==> config.mk <==
export PLATFORM = sky130hd
export DESIGN_NAME = ple_exit_detect
export DESIGN_NICKNAME = d
export VERILOG_FILES = /design/src/rtl/ple_pkg.sv /design/src/rtl/ple_span_cmp.sv /design/src/rtl/ple_tracker.sv /design/src/rtl/ple_exit_out.sv /design/src/rtl/ple_exit_detect.sv
export SDC_FILE = /design/constraint.sdc
export NUM_CORES = 1
export LEC_CHECK = 0
export BUFFER_PORTS_ARGS = -buffer_cell sky130_fd_sc_hd__buf_2
export CAP_MARGIN = 20
export CORE_MARGIN = 3
export CORE_UTILIZATION = 50
export DETAILED_ROUTE_END_ITERATION = 7
export PLACE_DENSITY_LB_ADDON = 0.1
export SLEW_MARGIN = 20
export SYNTH_ARGS = -nofsm -noshare
export SYNTH_HDL_FRONTEND = slang
export SYNTH_HIERARCHICAL = 1
export SYNTH_SLANG_ARGS = --single-unit
==> constraint.sdc <==
create_clock -name clk_i -period 13 [get_ports clk_i]
set_input_delay 1.95 -clock clk_i [delete_from_list [all_inputs] [get_ports clk_i]]
set_output_delay 1.95 -clock clk_i [all_outputs]
set_load 0.05 [all_outputs]
==> src/rtl/ple_pkg.sv <==
package ple_pkg;

  localparam int unsigned PAUSE_CODE_DEF = 40;

  // outcome of one pause strobe
  typedef enum logic [1:0] {
    PLE_NONE  = 2'd0,  // no strobe, or strobe not tracked
    PLE_START = 2'd1,  // tracked, opens a new loop
    PLE_HOLD  = 2'd2,  // tracked, loop continues within window
    PLE_TRIP  = 2'd3   // exit requested
  } ple_verdict_e;

endpackage

==> src/rtl/ple_span_cmp.sv <==
module ple_span_cmp #(
  parameter int unsigned TS_W = 64
) (
  input  logic [TS_W-1:0] now_i,
  input  logic [TS_W-1:0] ref_i,
  input  logic [TS_W-1:0] thr_i,
  output logic            over_o
);
  logic [TS_W-1:0] span;

  // modular difference: wrap of the time base is absorbed here
  always_comb begin
    span   = now_i - ref_i;
    over_o = span > thr_i;
  end
endmodule

==> src/rtl/ple_tracker.sv <==
module ple_tracker #(
  parameter int unsigned TS_W = 64
) (
  input  logic            clk_i,
  input  logic            rst_ni,
  input  logic            upd_i,
  input  logic            restart_i,
  input  logic [TS_W-1:0] now_i,
  output logic [TS_W-1:0] first_o,
  output logic [TS_W-1:0] last_o
);
  always_ff @(posedge clk_i or negedge rst_ni) begin
    if (!rst_ni) begin
      first_o <= '0;
      last_o  <= '0;
    end else if (upd_i) begin
      last_o <= now_i;
      if (restart_i) first_o <= now_i;
    end
  end
endmodule

==> src/rtl/ple_exit_out.sv <==
module ple_exit_out #(
  parameter int unsigned REASON_W   = 16,
  parameter int unsigned PAUSE_CODE = 40
) (
  input  logic                clk_i,
  input  logic                rst_ni,
  input  logic                req_i,
  output logic                exit_o,
  output logic [REASON_W-1:0] reason_o
);
  localparam logic [REASON_W-1:0] CODE = REASON_W'(PAUSE_CODE);

  always_ff @(posedge clk_i or negedge rst_ni) begin
    if (!rst_ni) begin
      exit_o   <= 1'b0;
      reason_o <= '0;
    end else begin
      exit_o   <= req_i;
      reason_o <= req_i ? CODE : '0;
    end
  end
endmodule

==> src/rtl/ple_exit_detect.sv <==
module ple_exit_detect #(
  parameter int unsigned TS_W       = 64,
  parameter int unsigned CPL_W      = 2,
  parameter int unsigned REASON_W   = 16,
  parameter int unsigned QUAL_W     = 64,
  parameter int unsigned PAUSE_CODE = ple_pkg::PAUSE_CODE_DEF
) (
  input  logic                clk_i,
  input  logic                rst_ni,
  input  logic                pause_i,
  input  logic [TS_W-1:0]     tstamp_i,
  input  logic [CPL_W-1:0]    cpl_i,
  input  logic                pause_exit_all_i,
  input  logic                pause_loop_en_i,
  input  logic [TS_W-1:0]     gap_thr_i,
  input  logic [TS_W-1:0]     win_thr_i,
  output logic                exit_o,
  output logic [REASON_W-1:0] reason_o,
  output logic [QUAL_W-1:0]   qual_o
);
  import ple_pkg::*;

  logic [TS_W-1:0] first_ts, last_ts;
  logic            gap_over, win_over;
  logic            tracked;
  ple_verdict_e    verdict;

  ple_span_cmp #(.TS_W(TS_W)) u_gap (
    .now_i (tstamp_i),
    .ref_i (last_ts),
    .thr_i (gap_thr_i),
    .over_o(gap_over)
  );

  ple_span_cmp #(.TS_W(TS_W)) u_win (
    .now_i (tstamp_i),
    .ref_i (first_ts),
    .thr_i (win_thr_i),
    .over_o(win_over)
  );

  // all-exit control takes precedence and bypasses loop tracking
  always_comb begin
    tracked = pause_i && !pause_exit_all_i && pause_loop_en_i && (cpl_i == '0);
    verdict = PLE_NONE;
    if (pause_i && pause_exit_all_i) verdict = PLE_TRIP;
    else if (tracked) begin
      if (gap_over)      verdict = PLE_START;
      else if (win_over) verdict = PLE_TRIP;
      else               verdict = PLE_HOLD;
    end
  end

  ple_tracker #(.TS_W(TS_W)) u_trk (
    .clk_i    (clk_i),
    .rst_ni   (rst_ni),
    .upd_i    (tracked),
    .restart_i(verdict == PLE_START),
    .now_i    (tstamp_i),
    .first_o  (first_ts),
    .last_o   (last_ts)
  );

  ple_exit_out #(.REASON_W(REASON_W), .PAUSE_CODE(PAUSE_CODE)) u_out (
    .clk_i   (clk_i),
    .rst_ni  (rst_ni),
    .req_i   (verdict == PLE_TRIP),
    .exit_o  (exit_o),
    .reason_o(reason_o)
  );

  assign qual_o = '0;
endmodule

# Word level (Yosys, flattened, before mapping)
# Index checks and enable logic that the tools add are counted.
# totals
register_bits	135
in_bits	199
output_inout_bits	81
elab_cells	22
# op_classes
n_addsub	2
magnitude_cmp	2
eq_ne	2
n_mux	5
reduce_logical	7
# op_table
cell	count
64-bit > comparator	2
64-bit subtractor	2
2-bit two-way mux	3
6-bit two-way mux	1
1-bit logical AND	4
2-bit by 1-bit equality test with 1-bit output (second input constant)	1
2-bit equality test (second input constant)	1
2-bit logical NOT	1
2-bit AND reduction	1
1-bit logical NOT	1
1-bit two-way mux	1

# Depth between registers and ports, before layout
# Gate-level depths: netlist of the first run.
# depth
ltp_word	8
mapped_depth	26
depth_no_buf	25

# By module
# The synthesis of the first run kept the hierarchy.
# by_module_without_submodules
module	instances	cells_each	area_each_um2	seq_area_each_um2
ple_span_cmp at u_gap	1	859	5838.1	0.0
ple_span_cmp at u_win	1	842	5600.4	0.0
ple_tracker	1	270	4798.4	3203.1
ple_exit_detect	1	70	533.0	0.0
ple_exit_out	1	18	148.9	25.0

# Least setup slack after synthesis of the first run
# OpenSTA, ideal clock, no wires.
# synth_timing
kind	input to register
start	input tstamp_i[0]
end	register u_trk.first_o[10]
t_arrival_ns	6.172
required_ns	12.873
path_slack_ns	6.701
path_stages	24
path_cell_list	inv_1 -> ha_1 -> inv_1 -> fa_1 -> a211oi_1 -> nor2_1 -> a21bo_2 -> a221o_1 -> a31oi_2 -> o21ai_2 -> a31oi_2 -> o31ai_1 -> xor2_1 -> ha_1 -> nand4_1 -> nor2_1 -> nand3_1 -> nor3_1 -> a221oi_1 -> a31oi_1 -> and4b_1 -> nand2_4 -> buf_6 -> mux2_1
# synth_via
word_cells_on_any_way	10
classes_between	2 x add/sub; 2 x order compare; 1 x eq/ne; 4 x mux; 1 x reduce/logical
# synth_lines
element	line_no	source
start, declared	ple_exit_detect.sv:11	input logic [TS_W-1:0] tstamp_i,
64-bit subtractor	ple_span_cmp.sv:13	span = now_i - ref_i;
64-bit > comparator	ple_span_cmp.sv:14	over_o = span > thr_i;
named net gap_over	ple_exit_detect.sv:24	logic gap_over, win_over;
2-bit two-way mux	ple_exit_detect.sv:48	if (gap_over) verdict = PLE_START;
2-bit two-way mux	ple_exit_detect.sv:47	else if (tracked) begin
2-bit two-way mux	ple_exit_detect.sv:46	if (pause_i && pause_exit_all_i) verdict = PLE_TRIP;
2-bit by 1-bit equality test with 1-bit output	ple_exit_detect.sv:58	.restart_i(verdict == PLE_START),
2-bit AND reduction (no source line)	--	
end signal, assigned	ple_tracker.sv:18	if (restart_i) first_o <= now_i;
end, declared	ple_tracker.sv:9	output logic [TS_W-1:0] first_o,
# The timed path passes the listed nets, and every way through them passes these cells.
# A chain may end at the register's enable or synchronous reset.

# Final worst setup path of the first run
# layout_timing
start	input tstamp_i[0]
end	register u_trk.first_o[37]
# The elaborated chain is that of the path after synthesis.

==> results of run 1 <==
where the power goes:
| part | switching, mW | leakage [nW] | internal (mW) | total [mW] |
|---|---|---|---|---|
| Combinational | 0.735 | 7.41 | 0.499 | 1.23 |
| Clock | 0.176 | 0.303 | 0.336 | 0.512 |
| Sequential | 0.0264 | 1.69 | 0.453 | 0.479 |
| Total | 0.937 | 9.40 | 1.29 | 2.23 |
cell families (layout without fill, tap and decap cells):
logic type,Yosys count,after routing,synth area share [%]
AOI/OAI and AO/OA,560,560,21.9
xor gates and xnor gates,118,118,6.11
adders and majority gates,256,256,19.0
buffers and inverters,426,528,12.2
DFF,129,129,19.1
muxes,130,130,8.64
other,2,80,0.0444
and+or+nand+nor,438,438,13.0
layout by cell type (no fill, tap or decap), types with 14 or more instances in the layout:
cell type  instances
o21a_1            17
clkbuf_16         17
nor3_1            21
buf_2            200
ha_1             254
dfrtp_1          129
conb_1            78
o21ai_0           88
mux2_2           123
nand2_1          131
nand3_1           31
nor2_1            95
nor2b_1           14
a21oi_1          193
o21bai_1          26
a211oi_1          15
a31oi_1           14
xnor2_1           68
xor2_1            50
a21o_1            99
nand4_1           62
inv_1            292
per-stage QoR:
step                total power [mW]  instance area [um^2]  instances
CTS                             2.23                 18400       2678
finish                          2.23                 18500       2681
global placement                1.68                 17800       2646
global route                    2.41                 18500       2681
floorplan                       1.41                 17200       2135
detailed placement              1.70                 17800       2646
metal layers:
layer	global-route usage (%)	wire length, um	up-vias
met5	0	0	-
met4	5.49	684	0
met3	2.05	2170	30
met2	35.2	18000	453
met1	40.3	24700	6759
li1	-	-	7466
layout make-up:
cell class	instances	share of cell area [%]
multi-input cells	1580	64.5
flip-flops and latches	129	17.5
inverters	292	5.93
repair buffers	204	5.69
well taps	442	2.99
clock buffers	23	2.59
clock inverters	9	0.833
diodes	2	0.0271
flip-flops by register name, summed over array words and instances (netlist names):
signal,cells
u_out/reason_o,1
u_trk/first_o,64
u_trk/last_o,64
worst paths after layout:
path | from | to | slack (ps) | cells after the start
min in group asynchronous | rst_ni | u_trk/first_o[61]$_DFFE_PN0P_ | 1560 | 1
max | tstamp_i[0] | u_trk/first_o[37]$_DFFE_PN0P_ | 5100 | 24
min reg2reg | u_trk/first_o[8]$_DFFE_PN0P_ | u_trk/first_o[8]$_DFFE_PN0P_ | 490 | 1
max in group asynchronous | rst_ni | u_trk/last_o[21]$_DFFE_PN0P_ | 10260 | 3
min | u_trk/first_o[8]$_DFFE_PN0P_ | u_trk/first_o[8]$_DFFE_PN0P_ | 490 | 1
max reg2reg | u_trk/last_o[0]$_DFFE_PN0P_ | u_trk/first_o[37]$_DFFE_PN0P_ | 6460 | 22
worst max-delay path: cells and delay by family:
| kind | cells | cell delay [ps] |
|---|---|---|
| muxes | 1 | 520 |
| buffers and inverters | 3 | 240 |
| and+or+nand+nor | 5 | 1450 |
| AOI/OAI and AO/OA | 11 | 2930 |
| xor gates and xnor gates | 1 | 170 |
| adders and majority gates | 3 | 900 |
==> metrics.txt, run 1 <==
status finished clean; total core area 32900 um^2; DRC viols 0; GRT overflow 0; Worst Path Max Fanout 64; IO Pins 280; Period minus WS final 7900 ps; Cell variety after synth 95; Hold Fails Final Rpt 0; cells taking the most area after synthesis dfrtp_1 19%, ha_1 19%, mux2_2 8.2%; vias in the first global route approximately 14000; fin crit share 60.8%; most frequent cell on the critical path a21oi_1; Setup-failing EPs final 0; H-tree levels 4; final core occ a little under three fifths; cell accounting for the most synthesized area dfrtp_1; first-pass GRT wire length 72600 um; EDFF count, synth 0; die area 36100 um^2; Worst Skew 13.6 ps; post-CTS setup buffer count 0; Power Density 120 nW/um^2; GRT Util Overall 24.8%; Worst slew margin a little over two fifths; Startpoint Class input port; Max-Cap Viols 0; static leakage 9.40 nW; Wirelength per Cell 17.0 um; drt first pass iters 5; CTS Buffer Depth 2; top-count cell post-synth inv_1; FP Rows 66; Vias/cell 5.49; drt first-iter violations 878; post-synthesis async set-or-reset flop share between 90% and 100%; crit end category flop; Fmax 0.127 GHz; Layout area overhead 9.21%; post-DP HPWL 38600 um; Post-CTS Resized 0; die width 190 um; initial antenna violation count 2; actual slew at the worst max-slew pin just under 900 ps; Slowest-stage cell, CP mux2_1; pre-CTS setup slack 4790 ps; Worst-path clk slew 60 ps; CTS tree built; crit-path max cell delay roughly 520 ps; Sink Count between 100 and 150; largest net degree at the start of global routing about 80; register area ~3200 um^2; DR vias 14708; Hold Buf Count CTS 0; Total Routed Length ~46000 um; Final Max Tran Viols 0; YS warnings 6; syn avg cell area 8.22 um^2; Post-Syn Instances 2059; ANT nets after route 0; post-synthesis sequential area ratio 19.1%; Synth top area share between 10% and 20%; effective utilization at floorplan roughly half; NumNets Final 2679; Post-synth top cells 292 x inv_1, 254 x ha_1, 193 x a21oi_1; Crit path required time 13280 ps; Syn Std Cell Area roughly 17000 um^2; Num CTS Buffers 17; Multi-input gate area approximately 12000 um^2; Most used DFF post-synth dfrtp_1; gpl congestion 0.895; RSZ-0062 raised after global routing no; Die Ht 190 um; Critical Path AT 8190 ps; critical path type input port to flop; # port buffers 201; worst hold slack approximately 490 ps; worst skew pair latency 420 ps; layout cell share with drive strength beyond 1 ~18%; total negative slack 0 ps; CP Cell Sequence buf_2 -> inv_1 -> ha_1 -> inv_1 -> fa_1 -> a211oi_1 -> o21ai_1 -> a21oi_1 -> o21ai_1 -> a21oi_1 -> o21ai_2 -> a21oi_1 -> o31ai_1 -> xor2_1 -> ha_1 -> nand4_1 -> nor2_1 -> nand3_1 -> o221ai_1 -> a221oi_1 -> a31oi_1 -> and4b_1 -> nand2_4 -> mux2_1; Filler Cells Inserted 3166; CTS Root Cell clkbuf_16; setup slack after layout 5100 ps; Yosys reg bits around 130; Hold Crit Class flop to flop; VDD IR max 0.0670 mV
No activity file was read; power rests on OpenSTA's default activity.
==> inputs of run 2 (changes only) <==
==> constraint.sdc (replaced) <==
create_clock -name clk_i -period 7.2 [get_ports clk_i]
set_input_delay 1.08 -clock clk_i [delete_from_list [all_inputs] [get_ports clk_i]]
set_output_delay 1.08 -clock clk_i [all_outputs]
set_load 0.05 [all_outputs]
==> metrics.txt, run 2 (synthesis gave the netlist of run 1 again) <==
status finished clean; FP Rows 66 (unchanged); P_int 2.24 mW (+74%); crit-path max cell delay 410 ps (-110 ps); Worst slew margin 34.2% (-7.7 points); IO Pins 280 (unchanged); Layout area overhead 9.07%; crit end category flop; vias in the first global route 14185 (+1.8%); Max-Cap Viols 0 (unchanged); leading cell types in the layout, fill and taps excluded 292 x inv_1, 254 x ha_1, 200 x buf_2; GRT Util Overall 25.6% (+0.74 points); Hold Crit Class flop to flop; Hold Fails Final Rpt 0 (unchanged); layout cell share with drive strength beyond 1 18.2% (+0.28 points); effective utilization at floorplan 51.3% (unchanged); total core area 32900 um^2 (unchanged); Wirelength per Cell 17.3 um (+2.2%); Power Density 215 nW/um^2 (+79%); CTS Buffer Depth 2 (unchanged); most frequent cell on the critical path a21oi_1; gpl congestion 0.902 (+0.84%); Setup-failing EPs final 0 (unchanged); Worst Path Max Fanout 19 (-70%); initial antenna violation count 3 (+1); Period minus WS final 6240 ps; Vias/cell 5.47 (-0.34%); Slowest-stage cell, CP fa_1; Total Routed Length 46600 um (+2.4%); Regs by FF count u_trk/first_o: 64 flops, u_trk/last_o: 64 flops, u_out/reason_o: 1 flops; pre-CTS setup slack 635 ps (-4160 ps); critical path type input port to flop; post-DP HPWL 39600 um (+2.7%); Worst-path clk slew 60 ps (about the same); VDD IR max 0.130 mV (+94%); largest net degree at the start of global routing 80 (-1.2%); switching power 1.73 mW (+85%); Area after DPL 17900 um^2 (+0.28%); CTS tree built; actual slew at the worst max-slew pin 987 ps (+115 ps); Seq pwr share 21.8% (+0.3 points); Switching Fraction 43.7% (+1.5 points); Fmax 0.160 GHz; NumNets Final 2683 (+0.15%); drt first pass iters 5 (unchanged); Num CTS Buffers 17 (unchanged); # port buffers 201 (unchanged); DR vias 14685 (-0.16%); DRC viols 0 (unchanged); CTS Root Cell clkbuf_16; clock network power share 21.4% (-1.6 points); Comb pwr share 56.8% (+1.3 points); Hold Buf Count CTS 0 (unchanged); commonest non-fill, non-tap cell in the layout inv_1; Crit path required time 7500 ps (-5780 ps); first-pass GRT wire length 74700 um (+2.9%); Sink Count 129 (unchanged); RSZ-0062 raised after global routing no; Critical Path AT 6530 ps (-1660 ps); fin area 18500 um^2 (-0.13%); die area 36100 um^2 (unchanged); drt first-iter violations 959 (+9.2%); total negative slack 0 ps (unchanged); Startpoint Class input port; post-CTS setup buffer count 0 (unchanged); H-tree levels 4 (unchanged); Final Max Tran Viols 0 (unchanged); ANT nets after route 0 (unchanged); Post-CTS Resized 0 (unchanged); GRT overflow 0 (unchanged); Die Ht 190 um (unchanged); CP delay by family, top compound AO/OA/AOI/OAI gates; Worst Skew 9.07 ps (-4.52 ps); setup slack after layout 964 ps (-4130 ps); Worst Path Buf+Inv 5 (+2); die width 190 um (unchanged); fin crit share slightly below 90%; static leakage 9.39 nW (-0.11%); worst skew pair latency 420 ps (about the same)
## run 2: power by group through the flow
stage | clock network (mW) | logic [mW] | registers, mW
finish | 0.849 | 2.25 | 0.867
detailed placement | 0 | 2.21 | 0.877
CTS | 0.868 | 2.23 | 0.867
floorplan | 0 | 1.69 | 0.864
global placement | 0 | 2.17 | 0.872
global route | 0.898 | 2.52 | 0.879
## run 2: area by class of cell
cell class | count | area [um^2]
Antenna cell | 3 | 7.51
Inverter | 292 | 1100
Timing Repair Buffer | 208 | 1070
Fill cell | 3218 | 14500
Multi-Input combinational cell | 1580 | 11900
Sequential cell | 129 | 3230
Tap cell | 442 | 553
Clock buffer | 17 | 425
Clock inverter | 15 | 158
## run 2: worst paths after layout
kind / end / from / slack [ps] / cells after the start
min in group asynchronous: u_trk/last_o[58]$_DFFE_PN0P_ / rst_ni / 690 / 1
setup / recovery: u_trk/first_o[57]$_DFFE_PN0P_ / tstamp_i[0] / 960 / 25
hold reg to reg: u_trk/first_o[10]$_DFFE_PN0P_ / u_trk/first_o[10]$_DFFE_PN0P_ / 490 / 1
max in group asynchronous: u_trk/last_o[33]$_DFFE_PN0P_ / rst_ni / 5080 / 2
hold / removal: u_trk/first_o[10]$_DFFE_PN0P_ / u_trk/first_o[10]$_DFFE_PN0P_ / 490 / 1
setup reg to reg: u_trk/first_o[57]$_DFFE_PN0P_ / u_trk/last_o[47]$_DFFE_PN0P_ / 1430 / 23
## run 2: per-stage QoR
stage	power, mW	std cells	util (%)	hold WS (ps)
after detailed placement	3.09	2651	54.2	482
after floorplan	2.55	2135	-	464
after global placement	3.05	2651	54.2	473
after CTS	3.96	2683	56.0	495
after global routing	4.30	2686	56.0	512
final	3.97	2686	56.0	490
## run 2: routing by layer
metal  wire length [um]  GRT usage [%]  share of wire (%)  vias to the layer above
li1                   -              -                  -                     7465
met1              25500           41.4                 55                     6775
met2              18600           36.5                 40                      409
met3               1940           2.34                4.2                       36
met4                562           5.17                1.2                        0
met5                  0              0                  0                        -
==> inputs of run 3 (changes only) <==
--- a/config.mk
+++ b/config.mk
@@ -7,6 +7,7 @@
 export LEC_CHECK = 0
 export BUFFER_PORTS_ARGS = -buffer_cell sky130_fd_sc_hd__buf_2
 export CAP_MARGIN = 20
+export CORE_ASPECT_RATIO = 1.2
 export CORE_MARGIN = 3
 export CORE_UTILIZATION = 50
 export DETAILED_ROUTE_END_ITERATION = 7
==> metrics.txt, run 3 (synthesis gave the netlist of run 1 again) <==
Period minus WS final 6170 ps (-62.7 ps); Vias/cell 5.56 (+1.7%); fin crit share 85.7% (-0.87 points); Filler Cells Inserted 3271 (+1.6%); H-tree levels 4 (unchanged); drt first-iter violations 626 (-35%); Wirelength per Cell 17.4 um (about the same); Crit path required time 7500 ps (about the same); Seq pwr share 21.4% (-0.4 points); post-CTS setup buffer count 0 (unchanged); die width 174 um (-8.4%); critical path depth 25 (unchanged); # port buffers 201 (unchanged); Switching Fraction 41.5% (-2.1 points); Slowest-stage cell, CP fa_1; DR vias 14992 (+2.1%); crit end category flop; Regs by FF count u_trk/first_o: 64 flops, u_trk/last_o: 64 flops, u_out/reason_o: 1 flops; Num CTS Buffers 17 (unchanged); Worst Path Buf+Inv 4 (-1); Setup-failing EPs final 0 (unchanged); Post-CTS Resized 0 (unchanged); r2r worst-path depth 23 (unchanged); Placed Instances 2656 (+0.19%); setup slack after layout 1030 ps (+62.7 ps); worst skew pair latency 420 ps (about the same); Comb pwr share 55.0% (-1.8 points); hold path depth 1 (unchanged); Fmax 0.162 GHz (+1.0%); Worst-path clk slew 50 ps (about the same); CTS Buffer Depth 2 (unchanged); Worst Path Max Fanout 64 (+45); CTS tree built; drt first pass iters 6 (+1); effective utilization at floorplan 50.9% (-0.46 points); gpl congestion 0.963 (+6.7%); CP delay by family, top compound AO/OA/AOI/OAI gates; initial antenna violation count 8 (+5); Sink Count 129 (unchanged); GRT Util Overall 25.4% (-0.14 points); Total Routed Length 46800 um (+0.34%); Final Max Tran Viols 0 (unchanged); total core area 33200 um^2 (+0.90%); GRT overflow 0 (unchanged); status finished clean; final core occ 55.7% (-0.29 points); Critical R2R Launch u_trk/last_o[0]$_DFFE_PN0P_; RSZ-0062 raised after global routing no; clock network power share 23.6% (+2.2 points); Hold Buf Count CTS 0 (unchanged); switching power 1.68 mW (-3.3%); actual slew at the worst max-slew pin 894 ps (-93.4 ps); vias in the first global route 15266 (+7.6%); largest net degree at the start of global routing 67 (-16%); most frequent cell on the critical path a21oi_1; Worst Skew 9.99 ps (+0.926 ps); CTS Root Cell clkbuf_16; ANT nets after route 0 (unchanged); first-pass GRT wire length 75500 um (+1.1%); Worst slew margin 40.4% (+6.2 points); commonest non-fill, non-tap cell in the layout inv_1; Worst Setup SP tstamp_i[0]; die area 36100 um^2 (about the same); Power Density 218 nW/um^2 (+1.3%); FP Rows 73 (+11%); layout cell share with drive strength beyond 1 18.0% (-0.20 points); post-DP HPWL 39700 um (+0.20%); DRC viols 0 (unchanged); Startpoint Class input port; Die Ht 208 um (+9.2%); P_int 2.36 mW (+5.5%); critical path type input port to flop; Layout area overhead 9.47%; Hold Crit Class flop to flop; total negative slack 0 ps (unchanged); Hold Fails Final Rpt 0 (unchanged); non-filler cells, final 2695 (+0.34%); leading cell types in the layout, fill and taps excluded 292 x inv_1, 254 x ha_1, 200 x buf_2; Max-Cap Viols 0 (unchanged); VDD IR max 0.191 mV (+46%); NumNets Final 2680 (-0.11%); static leakage 9.42 nW (+0.28%); pre-CTS setup slack 628 ps (-6.24 ps); hold_sp u_trk/first_o[37]$_DFFE_PN0P_; Power Total 4.03 mW (+1.6%); crit-path max cell delay 420 ps (about the same); Critical Path AT 6470 ps (-60 ps); IO Pins 280 (unchanged)
[run 3: cell types whose count changed in the layout (fill, tap and decap cells not counted), moves of 3 or more]
cell	change
diode_2	+4
inv_6	-4
buf_4	-3
bufinv_16	+3
clkbuf_8	+3
[run 3: power by group through the flow]
stage	clock (mW)	sequential (mW)	combinational [mW]
CTS	0.972	0.863	2.22
global route	1.01	0.874	2.49
finish	0.952	0.863	2.22
global placement	0	0.871	2.17
floorplan	0	0.864	1.69
detailed placement	0	0.876	2.20
[run 3: layout make-up]
cell class	instances	area, um^2	area share (%)
flip-flops and latches	129	3230	17.4
well taps	450	563	3.04
repair buffers	205	1050	5.67
clock buffers	22	474	2.56
diodes	7	17.5	0.0946
inverters	292	1100	5.92
multi-input cells	1580	11900	64.3
clock inverters	10	180	0.973
[run 3: final timing paths]
check / endpoint / slack [ps]
worst max-delay path: u_trk/first_o[10]$_DFFE_PN0P_ / 1030
min in group asynchronous: u_trk/first_o[59]$_DFFE_PN0P_ / 750
max in group asynchronous: u_trk/last_o[10]$_DFFE_PN0P_ / 5040
worst min-delay path: u_trk/first_o[37]$_DFFE_PN0P_ / 490
worst max register to register: u_trk/first_o[10]$_DFFE_PN0P_ / 1520
worst min register to register: u_trk/first_o[37]$_DFFE_PN0P_ / 490
[run 3: metal layers]
layer | GRT usage [%] | share of wire [%]
met1 | 26.3 | 37
met2 | 51.5 | 57
met3 | 4.04 | 3.8
met4 | 7.49 | 2.7
met5 | 0 | 0.043
[run 3: stage by stage]
step | instance area (um^2) | hold slack, ps
finish | 18500 | 492
global route | 18500 | 512
CTS | 18500 | 498
detailed placement | 17800 | 486
global placement | 17800 | 475
floorplan | 17200 | 464
